==> src/rtl/spi_host_pkg.sv <==
// Shared constants for the register-driven SPI master.
// Assumes a 3-bit register address and byte-wide registers.
package spi_host_pkg;
    localparam int WORD_W = 32;
    localparam int SS_W   = 3;
    localparam int NSEL   = 1 << SS_W;
    localparam int NIRQ   = 4;

    localparam logic [2:0] ADDR_CFGA = 3'd0;
    localparam logic [2:0] ADDR_CFGB = 3'd1;
    localparam logic [2:0] ADDR_DAT0 = 3'd2;
    localparam logic [2:0] ADDR_DAT3 = 3'd5;

    typedef struct packed {
        logic            idle_hi;
        logic            late_phase;
        logic [1:0]      len_code;
        logic            manual;
        logic [SS_W-1:0] ss;
    } cfga_t;
endpackage

==> src/rtl/spi_rate_div.sv <==
// Half-period tick generator for the serial clock.
// Rate code 3 gives FAST_HALF system cycles per half period, and each
// step down doubles that. Holds its count while run is low.
module spi_rate_div #(
    parameter int FAST_HALF = 1
) (
    input  logic       clk,
    input  logic       rst_n,
    input  logic       run,
    input  logic [1:0] rate,
    output logic       tick
);
    localparam int CW = $clog2(FAST_HALF * 8 + 1);

    logic [CW-1:0] half_len;
    logic [CW-1:0] cnt_q;

    // Half-period length picked by the rate code.
    always_comb half_len = CW'(FAST_HALF) << (2'd3 - rate);

    assign tick = run && (cnt_q == '0);

    // Count down once per cycle while running; reload on each tick or when idle.
    always_ff @(posedge clk) begin
        if (!rst_n)
            cnt_q <= '0;
        else if (!run || tick)
            cnt_q <= half_len - CW'(1);
        else
            cnt_q <= cnt_q - CW'(1);
    end
endmodule

==> src/rtl/spi_shift_core.sv <==
// Shift engine that runs on a top-aligned field of 8..32 bits.
// Assumes cpol/cpha/lsb_first/len stay stable while busy; the register
// block enforces this. fin pulses on the edge that ends a transfer, and
// next_word is valid in that cycle.
module spi_shift_core
    import spi_host_pkg::*;
(
    input  logic              clk,
    input  logic              rst_n,
    input  logic              start,
    input  logic [WORD_W-1:0] load_word,
    input  logic [1:0]        len,
    input  logic              cpol,
    input  logic              cpha,
    input  logic              lsb_first,
    input  logic              tick,
    input  logic              miso,
    output logic              busy,
    output logic              sclk,
    output logic              mosi,
    output logic              fin,
    output logic [WORD_W-1:0] next_word
);
    logic [WORD_W-1:0] sh_q;
    logic [5:0]        ecnt_q;
    logic              busy_q, sclk_q, mosi_q, rxh_q;
    logic [4:0]        lo;
    logic [5:0]        last;
    logic              lead, rx_bit;

    // Lowest active bit and index of the final edge for this length.
    always_comb begin
        lo   = {~len, 3'b000};
        last = {len, 4'b1111};
    end

    // Move the active field one place, putting the new bit at the fill end.
    function automatic logic [WORD_W-1:0] step(input logic [WORD_W-1:0] w,
        input logic [4:0] low, input logic lsb, input logic rx);
        logic [WORD_W-1:0] r, rl, rr;
        r  = w;
        rl = {w[WORD_W-2:0], w[WORD_W-1]};
        rr = {w[0], w[WORD_W-1:1]};
        for (int i = 0; i < WORD_W; i++) begin
            if (!lsb) begin
                if (5'(i) == low)     r[i] = rx;
                else if (5'(i) > low) r[i] = rl[i];
            end else begin
                if (i == WORD_W - 1)   r[i] = rx;
                else if (5'(i) >= low) r[i] = rr[i];
            end
        end
        return r;
    endfunction

    // Bit currently at the send end of the active field.
    function automatic logic out_bit(input logic [WORD_W-1:0] w,
        input logic [4:0] low, input logic lsb);
        return lsb ? w[low] : w[WORD_W-1];
    endfunction

    always_comb begin
        lead      = ~ecnt_q[0];
        rx_bit    = cpha ? miso : rxh_q;
        next_word = step(sh_q, lo, lsb_first, rx_bit);
        fin       = busy_q && tick && !lead && (ecnt_q == last);
    end

    // Start, then per clock edge: toggle, sample, shift or drive per phase.
    always_ff @(posedge clk) begin
        if (!rst_n) begin
            sh_q <= '0; ecnt_q <= '0; busy_q <= 1'b0;
            sclk_q <= 1'b0; mosi_q <= 1'b0; rxh_q <= 1'b0;
        end else if (start) begin
            sh_q   <= load_word;
            ecnt_q <= '0;
            busy_q <= 1'b1;
            mosi_q <= out_bit(load_word, lo, lsb_first);
        end else if (busy_q && tick) begin
            sclk_q <= ~sclk_q;
            ecnt_q <= ecnt_q + 6'd1;
            if (lead) begin
                if (!cpha) rxh_q  <= miso;
                else       mosi_q <= out_bit(sh_q, lo, lsb_first);
            end else begin
                sh_q <= next_word;
                if (!cpha) mosi_q <= out_bit(next_word, lo, lsb_first);
                if (fin)   busy_q <= 1'b0;
            end
        end else if (!busy_q) begin
            sclk_q <= cpol;
        end
    end

    assign busy = busy_q;
    assign sclk = sclk_q;
    assign mosi = mosi_q;

    // the edge counter never runs past the final edge of the length.
    assert_edge_bound_R3: assert property (@(posedge clk) disable iff (!rst_n)
        busy_q |-> ecnt_q <= last);
    // after the final edge the clock sits at the idle level.
    assert_idle_return_R6: assert property (@(posedge clk) disable iff (!rst_n)
        fin |=> sclk_q == $past(cpol));
endmodule

==> src/rtl/spi_sel_decode.sv <==
// Drives the eight active-low select lines from the select number.
// Manual mode holds the line; auto mode frames it with busy.
module spi_sel_decode
    import spi_host_pkg::*;
(
    input  logic            manual,
    input  logic            busy,
    input  logic [SS_W-1:0] ss,
    output logic [NSEL-1:0] sel_n
);
    // One decoder leg per select line.
    for (genvar g = 0; g < NSEL; g++) begin : g_leg
        assign sel_n[g] = !((ss == SS_W'(g)) && (manual || busy));
    end
endmodule

==> src/rtl/spi_host_regs.sv <==
// Register front end of the SPI master: holds both configuration bytes and
// the data word, starts a transfer on a write to the top data byte,
// blocks writes while busy, and latches the device interrupt.
// Assumes one-cycle write strobes and an asynchronous dev_irq_n.
module spi_host_regs
    import spi_host_pkg::*;
#(
    parameter int FAST_HALF = 1
) (
    input  logic            clk,
    input  logic            rst_n,
    input  logic [2:0]      host_addr,
    input  logic            host_wr,
    input  logic [7:0]      host_wdata,
    output logic [7:0]      host_rdata,
    output logic            spi_sclk,
    output logic            spi_mosi,
    input  logic            spi_miso,
    output logic [NSEL-1:0] spi_sel_n,
    input  logic            dev_irq_n,
    output logic [NIRQ-1:0] irq_out
);
    cfga_t             cfga_q;
    logic [1:0]        route_q, rate_q;
    logic              hwen_q, lsbf_q, hwint_q;
    logic [WORD_W-1:0] dat_q;
    logic [1:0]        irq_sync_q;
    logic              busy, fin, tick, wr_ok, start;
    logic [WORD_W-1:0] next_word;

    assign wr_ok = host_wr && !busy;
    assign start = wr_ok && (host_addr == ADDR_DAT3);

    // Two-stage synchroniser for the device interrupt.
    always_ff @(posedge clk) begin
        if (!rst_n) irq_sync_q <= 2'b11;
        else        irq_sync_q <= {irq_sync_q[0], dev_irq_n};
    end

    // Register writes, result capture and interrupt status latch.
    always_ff @(posedge clk) begin
        if (!rst_n) begin
            cfga_q <= '0; route_q <= '0; rate_q <= '0;
            hwen_q <= 1'b0; lsbf_q <= 1'b0; hwint_q <= 1'b0; dat_q <= '0;
        end else begin
            if (wr_ok) begin
                if (host_addr == ADDR_CFGA) cfga_q <= cfga_t'(host_wdata);
                if (host_addr == ADDR_CFGB) begin
                    route_q <= host_wdata[7:6];
                    rate_q  <= host_wdata[5:4];
                    hwen_q  <= host_wdata[3];
                    lsbf_q  <= host_wdata[2];
                    if (host_wdata[1]) hwint_q <= 1'b0;
                end
                for (int b = 0; b < 4; b++)
                    if (host_addr == ADDR_DAT0 + 3'(b)) dat_q[b*8 +: 8] <= host_wdata;
            end
            if (fin) dat_q <= next_word;
            if (!irq_sync_q[1]) hwint_q <= 1'b1;
        end
    end

    // Read multiplexer.
    always_comb begin
        case (host_addr)
            ADDR_CFGA: host_rdata = cfga_q;
            ADDR_CFGB: host_rdata = {route_q, rate_q, hwen_q, lsbf_q, hwint_q, busy};
            3'd2:      host_rdata = dat_q[7:0];
            3'd3:      host_rdata = dat_q[15:8];
            3'd4:      host_rdata = dat_q[23:16];
            ADDR_DAT3: host_rdata = dat_q[31:24];
            default:   host_rdata = 8'h00;
        endcase
    end

    // Interrupt request routing, one leg per output.
    for (genvar g = 0; g < NIRQ; g++) begin : g_irq
        assign irq_out[g] = hwint_q && hwen_q && (route_q == 2'(g));
    end

    spi_rate_div #(.FAST_HALF(FAST_HALF)) i_div (
        .clk(clk), .rst_n(rst_n), .run(busy), .rate(rate_q), .tick(tick));

    spi_shift_core i_core (
        .clk(clk), .rst_n(rst_n), .start(start),
        .load_word({host_wdata, dat_q[23:0]}), .len(cfga_q.len_code),
        .cpol(cfga_q.idle_hi), .cpha(cfga_q.late_phase), .lsb_first(lsbf_q),
        .tick(tick), .miso(spi_miso), .busy(busy), .sclk(spi_sclk),
        .mosi(spi_mosi), .fin(fin), .next_word(next_word));

    spi_sel_decode i_sel (
        .manual(cfga_q.manual), .busy(busy), .ss(cfga_q.ss), .sel_n(spi_sel_n));

    // configuration A does not change under a write issued while busy.
    assert_cfg_hold_R9: assert property (@(posedge clk) disable iff (!rst_n)
        busy && host_wr |=> $stable(cfga_q));
    // the status bit stays set unless software writes 1 to clear it.
    assert_status_hold_R10: assert property (@(posedge clk) disable iff (!rst_n)
        hwint_q && !(wr_ok && host_addr == ADDR_CFGB && host_wdata[1]) |=> hwint_q);
    // at most one request, and only when enabled with status set.
    assert_irq_gate_R11: assert property (@(posedge clk) disable iff (!rst_n)
        $onehot0(irq_out) && ((irq_out != '0) -> (hwen_q && hwint_q)));
    // in auto mode every line is released while idle.
    assert_auto_release_R7: assert property (@(posedge clk) disable iff (!rst_n)
        !cfga_q.manual && !busy |-> &spi_sel_n);
    // in manual mode exactly one line is held low.
    assert_manual_hold_R8: assert property (@(posedge clk) disable iff (!rst_n)
        cfga_q.manual |-> $countones(~spi_sel_n) == 1);
endmodule

==> config.mk <==
export PLATFORM = sky130hd
export DESIGN_NAME = spi_host_regs
export DESIGN_NICKNAME = d
export VERILOG_FILES = /design/src/rtl/spi_host_pkg.sv /design/src/rtl/spi_rate_div.sv /design/src/rtl/spi_shift_core.sv /design/src/rtl/spi_sel_decode.sv /design/src/rtl/spi_host_regs.sv
export SDC_FILE = /design/constraint.sdc
export NUM_CORES = 1
export LEC_CHECK = 0
export BUFFER_PORTS_ARGS = -buffer_cell sky130_fd_sc_hd__buf_2
export CORE_UTILIZATION = 45
export CTS_BUF_LIST = sky130_fd_sc_hd__clkbuf_2 sky130_fd_sc_hd__clkbuf_4 sky130_fd_sc_hd__clkbuf_8
export DETAILED_ROUTE_END_ITERATION = 8
export GPL_ROUTABILITY_DRIVEN = 0
export GPL_TIMING_DRIVEN = 0
export PLACE_DENSITY = 0.74
export SYNTH_ARGS = -nofsm -noshare
export SYNTH_HDL_FRONTEND = slang
export SYNTH_SLANG_ARGS = --single-unit
export TNS_END_PERCENT = 1
==> constraint.sdc <==
create_clock -name clk -period 5.3 [get_ports clk]
set_input_delay 0.53 -clock clk [delete_from_list [all_inputs] [get_ports clk]]
set_output_delay 0.53 -clock clk [all_outputs]
set_load 0.005 [all_outputs]
==> impl_metrics.json <==
{
  "wl_per_cell_um": 20.8,
  "die_area_um2": 12300,
  "critPathLaunchType": "flop",
  "syn_area_um2": 5340,
  "powerDensity_nw_per_um2": 242,
  "min_path_type": "input port to flop",
  "yosysWarnings": 0,
  "fin_worst_skew_ns": 0.0185,
  "slew_headroom": 0.394,
  "grt_first_pass_wirelength_mm": 28.7,
  "place_ws_ns": 2.53,
  "path_class": "flop to primary output",
  "clk_pin_slew_ns": 0.10,
  "area_growth_pct": 10.9,
  "cts_tree": "done",
  "status": "finished clean",
  "start_util": 0.466,
  "setup-tns-final_ns": 0,
  "first_pass_iters": 6,
  "async_flop_share": 0,
  "layout.nets": 747,
  "dp_hpwl_mm": 13.6,
  "maxCapViolations": 0,
  "clk_latency_ns": 0.38,
  "grt_antenna_before_repair": 0,
  "finalCritPeriodShare": 0.605,
  "end_kind": "primary output",
  "crit_fanout": 10,
  "vias_per_cell": 6.60,
  "worst_slack_ns": 2.09,
  "arrival_ns": 2.68,
  "ant_nets": 0,
  "synth_cells": 683,
  "htreeDepth": 3,
  "rsz0062_at_grt": "no",
  "grt_max_degree": 18,
  "final_hold_viol_count": 0,
  "cts_max_path_buffers": 2,
  "ys.flop_type": "dfxtp_1",
  "clkSinkCount": 95,
  "worst_pin_slew_ns": 0.907,
  "overflow": 0,
  "port_buffers": 35,
  "finalSetupViolCount": 0,
  "drv_slew": 0,
  "place_area_um2": 5690,
  "wirelength_mm": 18.3,
  "synth_edf_count": 0,
  "p_leak_nw": 1.87,
  "grt_pass1_vias": 5520,
  "fin_crit_ns": 3.21,
  "yosysSeqAreaShare": 0.356,
  "antenna_cells": 0,
  "synth.avg_cell_area_um2": 7.82,
  "ys_ff_latch": 95,
  "cts_hold_buf": 0,
  "first_iter_violations": 722,
  "num_rows": 39,
  "drive_gt1_frac": 0.0940,
  "ys_types": 54,
  "cts.repair.resized": 0,
  "io-pin-count": 38,
  "cts_root_buf": "clkbuf_8",
  "fp.coreArea_um2": 11500,
  "route.detailed.drc": 0,
  "fin_area_um2": 5920,
  "postCtsSetupBuffers": 0,
  "finish.utilization": 0.516,
  "fmax_mhz": 312,
  "fp.dieW_um": 111,
  "vdd_drop_max_mv": 0.123,
  "vias": 5787,
  "die_h_um": 111,
  "cts_made_buffers": 9,
  "grtUsageTotal": 0.296,
  "hold-worst-slack_ns": 0.328,
  "worst_ep_required_time_ns": 4.77,
  "synth_nets": 701
}
[power breakdown]
part           leakage [nW]  total [mW]  switching [mW]  internal, mW
Sequential            0.769       0.741          0.0143         0.726
Combinational         0.992       0.137          0.0956        0.0416
Clock                 0.108       0.555           0.283         0.272
Total                  1.87        1.43           0.393          1.04
[worst paths after layout]
kind | start | end | slack [ns] | depth (start not counted)
max | cfga_q[5] | host_rdata[5] | 2.09 | 8
min | dev_irq_n | irq_sync_q[0] | 0.33 | 2
max reg2reg | i_core.busy | i_core.sh_q[9] | 2.73 | 6
min reg2reg | irq_sync_q[1] | hwint_q | 0.41 | 1
[metrics by stage]
| stage | total power, mW | instances |
|---|---|---|
| floorplan | 0.836 | 683 |
| global placement | 0.884 | 861 |
| detailed placement | 0.887 | 861 |
| CTS | 1.43 | 877 |
| global route | 1.47 | 877 |
| finish | 1.43 | 877 |
[worst max-delay path: stages, from the launching register on]
cell and delay [ns]:
dfxtp_1 0.38, clkbuf_1 0.40, clkbuf_1 0.39, clkbuf_1 0.50, mux2i_1 0.15, nor2_1 0.11
a31oi_1 0.05, o22ai_1 0.17, buf_2 0.14
[metal layers]
layer  up-vias  GRT usage  part of all wire
li1       2608          -                 -
met1      2718      0.386              0.40
met2       363      0.446              0.43
met3        98     0.0656              0.11
met4         0      0.180             0.058
met5         -          0                 0
[state kept, by name (all words and copies together), names as in the netlist, 2 cells and up]
name           cells
cfga_q             8
irq_sync_q         2
i_core.sh_q       32
rate_q             2
dat_q             32
i_div.cnt_q        4
i_core.ecnt_q      6
route_q            2
[cells by family after synthesis]
kind of cell / share of synthesized area
AND/OR/NAND/NOR: 0.227
multiplexers: 0.105
buffers and inverters: 0.0525
adder cells (fa/ha/maj): 0.00469
AO/OA/AOI/OAI: 0.242
XOR/XNOR: 0.0131
flip-flops: 0.356
[Yosys cell counts (all sizes together) (7+ instances only)]
cell,instances,area [um^2]
nand2,100,375
dfxtp,95,1900
a21oi,93,465
clkbuf,55,206
mux2i,38,380
nand3,37,185
nor3,37,185
nor2,33,124
a22oi,28,210
a311oi,27,236
o21ai,16,80.1
and3,11,68.8
buf,10,47.6
nor2b,7,43.8
[placed cells by master (no fill, tap or decap), types with 11 or more instances in the layout]
cell type / Yosys / layout
nand2_1: 100 / 100
dfxtp_1: 95 / 95
a21oi_1: 93 / 93
clkbuf_1: 55 / 55
mux2i_1: 38 / 38
nor3_1: 37 / 37
nand3_1: 37 / 37
buf_2: 2 / 37
nor2_1: 33 / 33
a22oi_1: 28 / 28
a311oi_1: 27 / 27
o21ai_0: 15 / 15
and3_1: 11 / 11
[final cells by class]
cell class	count	area [um^2]
Clock inverter	7	104
Clock buffer	9	124
Multi-Input combinational cell	516	3160
Timing Repair Buffer	35	175
Inverter	7	26.3
Sequential cell	95	1900
Tap cell	143	179
Fill cell	1081	5550
Buffer	65	254
(Power assumes the default switching activity.)
